`src/rtl/gpio_pkg.sv`:
```
package gpio_pkg;
  localparam int GPIO_ADDR_W = 6;
  localparam int GPIO_BYTES  = 4;

  typedef enum logic [2:0] {
    REG_EN   = 3'd0,
    REG_DIR  = 3'd1,
    REG_LVL  = 3'd2,
    REG_RISE = 3'd3,
    REG_FALL = 3'd4,
    REG_IE   = 3'd5,
    REG_ROUTE= 3'd6,
    REG_STS  = 3'd7
  } gpio_reg_e;

  function automatic logic pin_bank(input int p, input int split);
    return (p >= split);
  endfunction

  function automatic int pin_local(input int p, input int split);
    return (p >= split) ? (p - split) : p;
  endfunction

  function automatic logic [1:0] pin_byte(input int p, input int split);
    int loc;
    loc = pin_local(p, split) / 8;
    return loc[1:0];
  endfunction

  function automatic logic [2:0] pin_bit(input int p, input int split);
    int loc;
    loc = pin_local(p, split) % 8;
    return loc[2:0];
  endfunction
endpackage

```
`src/rtl/gpio_sync.sv`:
```
module gpio_sync #(
  parameter int N = 14
) (
  input  logic         clk_i,
  input  logic         rst_ni,
  input  logic [N-1:0] pad_i,
  output logic [N-1:0] samp_o,
  output logic [N-1:0] rise_o,
  output logic [N-1:0] fall_o
);
  logic [N-1:0] s1_q, s2_q, s3_q;

  always_ff @(posedge clk_i or negedge rst_ni) begin
    if (!rst_ni) begin
      s1_q <= '0;
      s2_q <= '0;
      s3_q <= '0;
    end else begin
      s1_q <= pad_i;
      s2_q <= s1_q;
      s3_q <= s2_q;
    end
  end

  assign samp_o = s2_q;
  assign rise_o = s2_q & ~s3_q;
  assign fall_o = ~s2_q & s3_q;
endmodule

```
`src/rtl/gpio_pin_cell.sv`:
```
module gpio_pin_cell
  import gpio_pkg::*;
(
  input  logic       clk_i,
  input  logic       rst_ni,
  input  logic [7:0] we_i,
  input  logic       wbit_i,
  input  logic       samp_i,
  input  logic       rise_i,
  input  logic       fall_i,
  output logic [7:0] field_o,
  output logic       en_o,
  output logic       dir_o,
  output logic       lvl_o,
  output logic       sts_o,
  output logic       irq_o
);
  logic en_q, dir_q, lvl_q, re_q, fe_q, ie_q, route_q, sts_q;
  logic hit, clr;

  assign hit = en_q & ((rise_i & re_q) | (fall_i & fe_q));
  assign clr = we_i[REG_STS] & wbit_i;

  always_ff @(posedge clk_i or negedge rst_ni) begin
    if (!rst_ni) begin
      en_q    <= 1'b0;
      dir_q   <= 1'b1;
      lvl_q   <= 1'b0;
      re_q    <= 1'b0;
      fe_q    <= 1'b0;
      ie_q    <= 1'b0;
      route_q <= 1'b0;
      sts_q   <= 1'b0;
    end else begin
      if (we_i[REG_EN])    en_q    <= wbit_i;
      if (we_i[REG_DIR])   dir_q   <= wbit_i;
      // level is read-only while the pin is an input
      if (we_i[REG_LVL] && !dir_q) lvl_q <= wbit_i;
      if (we_i[REG_RISE])  re_q    <= wbit_i;
      if (we_i[REG_FALL])  fe_q    <= wbit_i;
      if (we_i[REG_IE])    ie_q    <= wbit_i;
      if (we_i[REG_ROUTE]) route_q <= wbit_i;
      // new edge beats a same-cycle clear
      sts_q <= hit | (sts_q & ~clr);
    end
  end

  always_comb begin
    field_o            = '0;
    field_o[REG_EN]    = en_q;
    field_o[REG_DIR]   = dir_q;
    field_o[REG_LVL]   = dir_q ? samp_i : lvl_q;
    field_o[REG_RISE]  = re_q;
    field_o[REG_FALL]  = fe_q;
    field_o[REG_IE]    = ie_q;
    field_o[REG_ROUTE] = route_q;
    field_o[REG_STS]   = sts_q;
  end

  assign en_o  = en_q;
  assign dir_o = dir_q;
  assign lvl_o = lvl_q;
  assign sts_o = sts_q;
  assign irq_o = sts_q & ie_q;
endmodule

```
`src/rtl/gpio_read_mux.sv`:
```
module gpio_read_mux
  import gpio_pkg::*;
#(
  parameter int NUM_PINS = 14,
  parameter int SPLIT    = 10
) (
  input  logic [GPIO_ADDR_W-1:0]    addr_i,
  input  logic [NUM_PINS-1:0][7:0]  fields_i,
  output logic [7:0]                rdata_o
);
  always_comb begin
    rdata_o = '0;
    for (int p = 0; p < NUM_PINS; p++) begin
      if (addr_i[5] == pin_bank(p, SPLIT) && addr_i[1:0] == pin_byte(p, SPLIT))
        rdata_o[pin_bit(p, SPLIT)] = fields_i[p][addr_i[4:2]];
    end
  end
endmodule

```
`src/rtl/gpio_two_bank.sv`:
```
module gpio_two_bank
  import gpio_pkg::*;
#(
  parameter int NUM_PINS = 14,
  parameter int SPLIT    = 10
) (
  input  logic                   clk_i,
  input  logic                   rst_ni,
  input  logic [GPIO_ADDR_W-1:0] addr_i,
  input  logic                   wr_en_i,
  input  logic [7:0]             wdata_i,
  output logic [7:0]             rdata_o,
  input  logic [NUM_PINS-1:0]    pad_i,
  output logic [NUM_PINS-1:0]    pad_o,
  output logic [NUM_PINS-1:0]    pad_oe_o,
  output logic                   event_o
);
  localparam int UPPER_PINS = NUM_PINS - SPLIT;

  logic [NUM_PINS-1:0]      samp, rise, fall;
  logic [NUM_PINS-1:0]      en_v, dir_v, lvl_v, sts_v, irq_v, sts_clr;
  logic [NUM_PINS-1:0][7:0] fields;

  gpio_sync #(.N(NUM_PINS)) u_sync (
    .clk_i (clk_i),
    .rst_ni(rst_ni),
    .pad_i (pad_i),
    .samp_o(samp),
    .rise_o(rise),
    .fall_o(fall)
  );

  for (genvar p = 0; p < NUM_PINS; p++) begin : g_pin
    localparam logic       BANK = pin_bank(p, SPLIT);
    localparam logic [1:0] BYTE = pin_byte(p, SPLIT);
    localparam logic [2:0] BITP = pin_bit(p, SPLIT);

    logic       sel;
    logic [7:0] we;

    assign sel = wr_en_i && (addr_i[5] == BANK) && (addr_i[1:0] == BYTE);
    assign we  = sel ? (8'b1 << addr_i[4:2]) : 8'b0;
    assign sts_clr[p] = sel && (addr_i[4:2] == REG_STS) && wdata_i[BITP];

    gpio_pin_cell u_cell (
      .clk_i  (clk_i),
      .rst_ni (rst_ni),
      .we_i   (we),
      .wbit_i (wdata_i[BITP]),
      .samp_i (samp[p]),
      .rise_i (rise[p]),
      .fall_i (fall[p]),
      .field_o(fields[p]),
      .en_o   (en_v[p]),
      .dir_o  (dir_v[p]),
      .lvl_o  (lvl_v[p]),
      .sts_o  (sts_v[p]),
      .irq_o  (irq_v[p])
    );
  end

  gpio_read_mux #(.NUM_PINS(NUM_PINS), .SPLIT(SPLIT)) u_rmux (
    .addr_i  (addr_i),
    .fields_i(fields),
    .rdata_o (rdata_o)
  );

  assign pad_o    = lvl_v;
  assign pad_oe_o = en_v & ~dir_v;
  assign event_o  = |irq_v;

  initial begin
    if (SPLIT < 1 || SPLIT > 8 * GPIO_BYTES || UPPER_PINS < 1 || UPPER_PINS > 8 * GPIO_BYTES)
      $error("gpio_two_bank: bank split out of range");
  end
endmodule

```
`config.mk`:
```
export PLATFORM = sky130hd
export DESIGN_NAME = gpio_two_bank
export DESIGN_NICKNAME = d
export VERILOG_FILES = /design/src/rtl/gpio_pkg.sv /design/src/rtl/gpio_sync.sv /design/src/rtl/gpio_pin_cell.sv /design/src/rtl/gpio_read_mux.sv /design/src/rtl/gpio_two_bank.sv
export SDC_FILE = /design/constraint.sdc
export NUM_CORES = 1
export LEC_CHECK = 0
export ABC_AREA = 1
export BUFFER_PORTS_ARGS = -buffer_cell sky130_fd_sc_hd__buf_2
export CAP_MARGIN = 0
export CORE_ASPECT_RATIO = 1.75
export CORE_MARGIN = 5
export CORE_UTILIZATION = 50
export CTS_CLUSTER_SIZE = 10
export DETAILED_ROUTE_END_ITERATION = 6
export PLACE_DENSITY = 0.72
export SYNTH_ARGS = -nofsm -noshare
export SYNTH_HDL_FRONTEND = slang
export SYNTH_HIERARCHICAL = 1
export SYNTH_SLANG_ARGS = --single-unit
```
`constraint.sdc`:
```
create_clock -name clk_i -period 1.53 [get_ports clk_i]
set_input_delay 0.0765 -clock clk_i [delete_from_list [all_inputs] [get_ports clk_i]]
set_output_delay 0.0765 -clock clk_i [all_outputs]
set_load 0.005 [all_outputs]
```
== After elaboration in Yosys (flattened, before gate mapping) ==
Cells that the tools add are included.

* Multiply operators: 0
* Add/subtract/negate cells: 0
* Reduce and logical (&&, ||, !) cells: 38
* $lt $le $gt $ge: 1
* Bitwise logic cells: 133
* Eq/ne operators: 1
* Shift-type cells: 1
* Div/mod/pow operators: 0
* Mux-type cells: 59

{| class="wikitable"
|+ Operator list
! operator !! count
|-
| $and 1x1->1 || 84
|-
| $and 14x14->14 || 3
|-
| $bmux 1 s3 || 14
|-
| $mux 1 || 42
|-
| $not 14->14 || 3
|-
| $or 1x1->1 || 28
|-
| $mux 8 || 3
|-
| $logic_and 1x1->1 || 22
|-
| $not 1->1 || 15
|-
| $logic_not 1->1 || 14
|-
| $reduce_or 14->1 || 1
|-
| $shl 1x3->8 const A || 1
|-
| $lt 3x4->1 const B || 1
|-
| $eq 2x1->1 const B || 1
|-
| $logic_not 2->1 || 1
|}

* Memories: 0
* Output and inout port bits: 37
* Bits in latches: 0
* RAM bits: 0
* Bits of input ports: 31
* Bits in registers: 154
* Bits in read-only memories: 0

== Longest topological paths before layout ==
Gate-level depths: netlist of run 1.

* Depth in word-level cells: 8
* Gate-level depth with buffers: 9
* Depth with buffers taken out: 9

== Cells and area by module ==
Netlist of run 1, hierarchy kept.

{| class="wikitable"
|+ By module, submodules not included
! module !! area each (um^2) !! cells an instance !! instances
|-
| gpio_pin_cell || 371.6 || 44 || 14
|-
| gpio_sync || 1261.2 || 98 || 1
|-
| gpio_read_mux || 1236.2 || 262 || 1
|-
| gpio_two_bank || 356.6 || 83 || 1
|}

== Worst setup path before layout of run 1 ==
Ideal clock, no wire load.

* Path kind: input to register
* Start: input wr_en_i
* End: register g_pin[0].u_cell.en_q
* Library setup time: 151 ps
* Slack: 375 ps
* Data required time: 1379 ps
* Arrival time: 1004 ps
* Cell stages on the path: 5
* Cells stage by stage: inv_1 > nor2_4 > nand2_2 > nor2_1 > a21oi_1

* Longest elaborated chain between the ends: 3

{| class="wikitable"
|+ Ends and longest elaborated chain
! item !! RTL line !! RTL
|-
| start: declaration || gpio_two_bank.sv:10 || <nowiki>input logic wr_en_i,</nowiki>
|-
| $logic_and 1x1->1 (2 in series) || gpio_two_bank.sv:41 || <nowiki>assign sel = wr_en_i && (addr_i[5] == BANK) && (addr_i[1:0] == BYTE);</nowiki>
|-
| $mux 8 || gpio_two_bank.sv:42 || <nowiki>assign we = sel ? (8'b1 << addr_i[4:2]) : 8'b0;</nowiki>
|-
| net g_pin[0].we[0] || gpio_two_bank.sv:39 || <nowiki>logic [7:0] we;</nowiki>
|-
| end signal: assignment || gpio_pin_cell.sv:35 || <nowiki>if (we_i[REG_EN]) en_q <= wbit_i;</nowiki>
|-
| end: declaration || gpio_pin_cell.sv:18 || <nowiki>logic en_q, dir_q, lvl_q, re_q, fe_q, ie_q, route_q, sts_q;</nowiki>
|}

The timed path passes the listed nets, and every way through them passes these cells.
A chain may end at the register's enable or synchronous reset.

==> flow_metrics.py, run 1 <==
metrics = {
    "layout": {
        "fin_area_mm2": 0.00914,
        "filler_cell_count": 1429,
        "final_layout_size_suffix_gt1_frac": 0.208,
        "area_growth_pct": 13.5,
        "antenna_cells": 0,
        "final_cell_mix": "270 x nand2_1, 200 x nor2_1, 140 x dfrtp_1",
        "nets": 1142,
        "utilization": 0.576,
        "final_common_cell": "nand2_1",
    },
    "global_routing": {
        "grt_max_degree": 42,
        "antenna_found_initial": 0,
        "grtUsageMet3": 0.0379,
        "grt_overflow": 0,
        "grtUsageTotal": 0.225,
        "grt_busiest_layer": "met2",
        "grt.met2_usage": 0.408,
        "grt_pass1_wl_um": 33200,
        "grt_use_met1": 0.257,
        "grt_pass1_vias": 6669,
    },
    "setup_path": {
        "crit_type": "reg2out",
        "slowest_stage": "dfstp_2",
        "critical_path.cell_chain": "inv_1, nand2_1, nand2_1, o211ai_2, nand3_1, nand3_1, nand2_2, buf_2",
        "end_kind": "primary output",
        "cpPeakStageDelay_ns": 0.55,
        "cp_max_fo": 3,
        "required_ns": 1.45,
        "cp-start-kind": "register",
        "arrival_ns": 1.71,
    },
    "clocking": {
        "cts.clk_slew.worst_paths_ns": 0.07,
        "clock-sinks": 154,
        "h-tree-depth": 4,
        "cts_buffers": 17,
        "cts_buffer_depth": 2,
        "clock-root-buffer": "clkbuf_16",
        "clock_latency_ns": 0.42,
        "cts_tree": "built",
    },
    "power": {
        "peakVddDrop_mv": 0.638,
        "powerDensity_mw_per_mm2": 1230,
        "p_leak_nw": 4.72,
        "total_power_mw": 11.3,
    },
    "synthesis": {
        "ys_types": 27,
        "synth_seq_cells": 154,
        "avgSynthCellArea_um2": 7.61,
        "synth_enable_flop_cells": 0,
        "async_reset_ff_frac": 1.00,
        "syn_inst": 1059,
        "synth_ff_type": "dfrtp_1",
        "synth_top_area_cell": "dfrtp_1",
        "yosysWarningCount": 6,
        "synth.net_count": 1090,
        "syn_area_mm2": 0.00806,
        "ys_top_cells_by_area": "dfrtp_1 43%, nand2_1 13%, buf_4 9.7%, nor2_1 9.3%, dfstp_2 4.6%",
        "synth_top_cell_area_share": 0.435,
        "yosysSeqAreaShare": 0.481,
    },
    "timing": {
        "setup_viol": 9,
        "fin_crit_ns": 1.78,
        "worst_pin_slew_ns": 0.490,
        "fin_ws_ns": -0.254,
        "max-slew-margin-rel": 0.672,
        "hold_violations": 0,
        "skew_ns": 0.00736,
        "slew_violations": 0,
        "rsz0062_at_grt": "yes",
        "period_share": 1.17,
        "fmax_ghz": 0.560,
        "fin_hold_ws_ns": 0.0183,
    },
    "floorplan": {
        "die_y_um": 178,
        "coreArea_mm2": 0.0159,
        "core.rowCount": 61,
        "pin_count": 68,
        "start_util": 0.507,
        "die_w_um": 106,
        "fp.dieArea_mm2": 0.0189,
    },
    "placement": {
        "io_buffers": 67,
        "hpwl_um": 14000,
        "post_dp_cell_area_mm2": 0.00813,
        "gp_congestion": 0.858,
        "post-place-ws_ns": 0.141,
    },
    "detailed_routing": {
        "wl_um": 20200,
        "num_vias": 6742,
        "drt_iter0_markers": 422,
        "route.detailed.drc": 0,
        "firstDrtPassIters": 5,
        "postRouteAntennaNets": 0,
        "wl_per_cell_um": 15.4,
        "vias_per_cell": 5.13,
    },
    "min_path": {
        "hold_path_class": "in2reg",
    },
    "run_status": {
        "violations": "setup timing",
        "outcome": "complete, but fails checks",
    },
    "flow_run": {
        "cap_viol_max_count": 0,
    },
}
==> state kept, by name, summed over array words and instances, names as in the netlist <==
name / count
g_pin.u_cell/lvl_o: 14
g_pin.u_cell/fe_q: 14
u_sync/s1_q: 14
g_pin.u_cell/sts_o: 14
g_pin.u_cell/dir_o: 14
u_sync/samp_o: 14
g_pin.u_cell/re_q: 14
g_pin.u_cell/en_o: 14
g_pin.u_cell/ie_q: 14
u_sync/s3_q: 14
g_pin.u_cell/route_q: 14
==> report_power, final <==
| part | switching (mW) | total, mW | internal (mW) |
|---|---|---|---|
| clock | 1.79 | 4.16 | 2.37 |
| combinational | 1.08 | 1.93 | 0.848 |
| sequential | 0.489 | 5.19 | 4.70 |
==> final timing paths <==
kind / cells after the start / slack, ns / from / end
min reg2reg: 0 / 0.34 / u_sync/s1_q[2] / u_sync/samp_o[2]
max in group asynchronous: 3 / 0.73 / rst_ni / g_pin[6].u_cell/dir_o
min: 3 / 0.02 / wdata_i[0] / g_pin[10].u_cell/dir_o
min in group asynchronous: 2 / 0.12 / rst_ni / u_sync/s1_q[6]
max: 8 / -0.25 / g_pin[3].u_cell/dir_o / rdata_o[3]
max reg2reg: 5 / 0.53 / g_pin[11].u_cell/dir_o / g_pin[11].u_cell/lvl_o
==> synth_stat cells, types with 2 or more instances <==
master	n
nand2_1	276
nor2_1	200
dfrtp_1	140
buf_4	104
inv_1	93
a21oi_1	70
nand3_1	54
o21ai_0	35
o21ai_1	19
inv_2	15
dfstp_2	14
buf_2	9
o211ai_2	6
buf_6	4
o21ai_2	4
o22ai_1	4
nor3b_1	2
==> what timing repair did <==
item	CTS	global route
pin swaps	22	11
hold buffers	22	0
resized for setup	25	7
setup endpoints to repair	9	9
buffers inserted	18	2
hold endpoints to repair	185	0
==> area by class of cell <==
class	count	area [µm²]	area share
Multi-Input combinational cell	677	2960	0.323
Clock inverter	13	134	0.0146
Tap cell	189	236	0.0259
Inverter	110	415	0.0454
Timing Repair Buffer	151	1080	0.118
Clock buffer	19	453	0.0495
Sequential cell	154	3870	0.423
==> logic make-up after synthesis <==
logic type / Yosys count / share of synthesized area
compound gates: 138 / 0.0938
buf+inv: 228 / 0.160
flops: 154 / 0.481
simple gates: 539 / 0.266
==> critical path, delay by kind of cell (launching register included) <==
kind / cells / cell delay [ns]
buf+inv: 2 / 0.18
compound gates: 1 / 0.13
simple gates: 5 / 0.43
flops: 1 / 0.55
==> layer usage <==
metal  vias up  part of all wire
met4         0             0.040
met2       213              0.53
met5         -                 0
met3        61             0.046
li1       3304                 -
met1      3164              0.39
==> through the flow <==
| stage | cells | TNS [ns] |
|---|---|---|
| floorplan | 1059 | 0 |
| global placement | 1239 | 0 |
| detailed placement | 1239 | 0 |
| CTS | 1311 | -1.66 |
| global route | 1313 | -2.54 |
| finish | 1313 | -1.67 |
No activity file was read; power rests on OpenSTA's default activity.
==> run 2, diff against run 1 <==
--- a/config.mk
+++ b/config.mk
@@ -9,7 +9,7 @@
 export BUFFER_PORTS_ARGS = -buffer_cell sky130_fd_sc_hd__buf_2
 export CAP_MARGIN = 0
 export CORE_ASPECT_RATIO = 1.75
-export CORE_MARGIN = 5
+export CORE_MARGIN = 10
 export CORE_UTILIZATION = 50
 export CTS_CLUSTER_SIZE = 10
 export DETAILED_ROUTE_END_ITERATION = 6
==> flow_metrics.py, run 2 (same netlist as run 1, synthesis figures left out) <==
metrics = {
    "run_status": {
        "outcome": "complete, but fails checks",
        "violations": "setup timing",
    },
    "flow_run": {
        "cap_viol_max_count": 0,
    },
    "power": {
        "powerDensity_mw_per_mm2": 1250,
        "total_power_mw": 11.5,
        "peakVddDrop_mv": 0.739,
        "p_leak_nw": 4.73,
    },
    "timing": {
        "hold_violations": 0,
        "skew_ns": 0.0100,
        "period_share": 1.19,
        "max-slew-margin-rel": 0.718,
        "fin_ws_ns": -0.286,
        "rsz0062_at_grt": "yes",
        "worst_pin_slew_ns": 0.422,
        "fin_crit_ns": 1.82,
        "setup_viol": 8,
        "fmax_ghz": 0.551,
        "fin_hold_ws_ns": 0.102,
        "slew_violations": 0,
    },
    "detailed_routing": {
        "wl_per_cell_um": 15.6,
        "vias_per_cell": 5.09,
        "route.detailed.drc": 0,
        "firstDrtPassIters": 5,
        "wl_um": 20400,
        "num_vias": 6648,
        "postRouteAntennaNets": 0,
        "drt_iter0_markers": 421,
    },
    "setup_path": {
        "r2r_slack_ns": 0.04,
        "cp_max_fo": 4,
        "reg2reg_to": "g_pin[11].u_cell/lvl_o",
        "ff2ff_path_depth": 10,
        "critPathLaunch": "g_pin[13].u_cell/dir_o",
        "arrival_ns": 1.74,
        "required_ns": 1.45,
        "end_kind": "primary output",
        "cp-endpoint": "rdata_o[3]",
        "crit_type": "reg2out",
        "cp-start-kind": "register",
        "reg2reg_from": "g_pin[11].u_cell/dir_o",
    },
    "clocking": {
        "cts_buffer_depth": 2,
        "cts_tree": "built",
        "clock-sinks": 154,
        "clock_latency_ns": 0.43,
        "h-tree-depth": 4,
        "cts_buffers": 17,
        "cts.clk_slew.worst_paths_ns": 0.06,
        "clock-root-buffer": "clkbuf_16",
    },
    "global_routing": {
        "grt_pass1_wl_um": 33100,
        "antenna_found_initial": 1,
        "grt_pass1_vias": 6616,
        "grtUsageTotal": 0.194,
        "grt_max_degree": 40,
        "grt_overflow": 0,
    },
    "floorplan": {
        "start_util": 0.507,
        "die_w_um": 116,
        "coreArea_mm2": 0.0159,
        "pin_count": 68,
        "core.rowCount": 61,
        "die_y_um": 188,
        "fp.dieArea_mm2": 0.0218,
    },
    "placement": {
        "gp_congestion": 0.901,
        "io_buffers": 67,
        "place_inst": 1239,
        "post-place-ws_ns": 0.150,
        "hpwl_um": 14300,
    },
    "min_path": {
        "hold_path_class": "in2async",
    },
    "layout": {
        "final_layout_size_suffix_gt1_frac": 0.200,
        "layout.cells.non_filler": 1307,
        "area_growth_pct": 13.9,
        "antenna_cells": 0,
        "final_common_cell": "nand2_1",
        "nets": 1136,
        "regArea_mm2": 0.00387,
        "utilization": 0.578,
        "final_cell_mix": "269 x nand2_1, 198 x nor2_1, 140 x dfrtp_1",
        "filler_cell_count": 1443,
        "multi_input_area_mm2": 0.00295,
    },
}
[run 2: where the power goes]
group,internal [mW],switching [mW]
logic,0.831,1.08
registers,4.70,0.486
clock network,2.67,1.73
[run 2: metrics by stage]
| step | setup TNS [ns] | cell area (µm²) |
|---|---|---|
| floorplan | 0 | 8060 |
| global placement | 0 | 8150 |
| detailed placement | 0 | 8150 |
| CTS | -1.82 | 9140 |
| global route | -2.72 | 9180 |
| finish | -1.72 | 9180 |
[run 2: layer usage]
| layer | wire length (µm) | track usage |
|---|---|---|
| met5 | 13 | 0 |
| met3 | 1120 | 0.0422 |
| met2 | 10600 | 0.329 |
| met4 | 821 | 0.106 |
| met1 | 7850 | 0.218 |
[run 2: what timing repair did]
action	in CTS	in global routing
endpoints found under the hold margin	199	0
setup buffers	13	2
endpoints found under the setup margin	9	11
hold buffers	23	0
resized for setup	23	16
pin swaps	19	16
[run 2: critical path, stage by stage (launching register included)]
cell and delay (ns):
dfstp_2 0.55, inv_2 0.04, nand2_1 0.05, nand2_1 0.05
nor2_1 0.09, nor2_1 0.04, o21ai_1 0.08, nand3_1 0.10
nand3_1 0.11, nand2_1 0.07, buf_2 0.13
[run 2: how the worst min path moves through the flow]
stage | from | end | slack [ns] | cells after the start
2_1_floorplan | rst_ni | g_pin[0].u_cell/en_o | -0.22 | 0
3_3_place_gp | rst_ni | u_sync/s1_q[6] | -0.008 | 1
3_5_place_dp | rst_ni | u_sync/s1_q[6] | -0.006 | 1
4_1_cts | rst_ni | u_sync/s1_q[6] | 0.11 | 2
5_1_grt | rst_ni | g_pin[5].u_cell/sts_o | 0.13 | 2
6_report | rst_ni | u_sync/samp_o[6] | 0.10 | 2
[run 2: cell type report]
class                      instances  area share
sequential                       154       0.422
multi-input combinational        677       0.321
timing repair buffer             145       0.118
clock buffer                      20      0.0498
inverter                         110      0.0453
tap                              189      0.0258
clock inverter                    12      0.0180
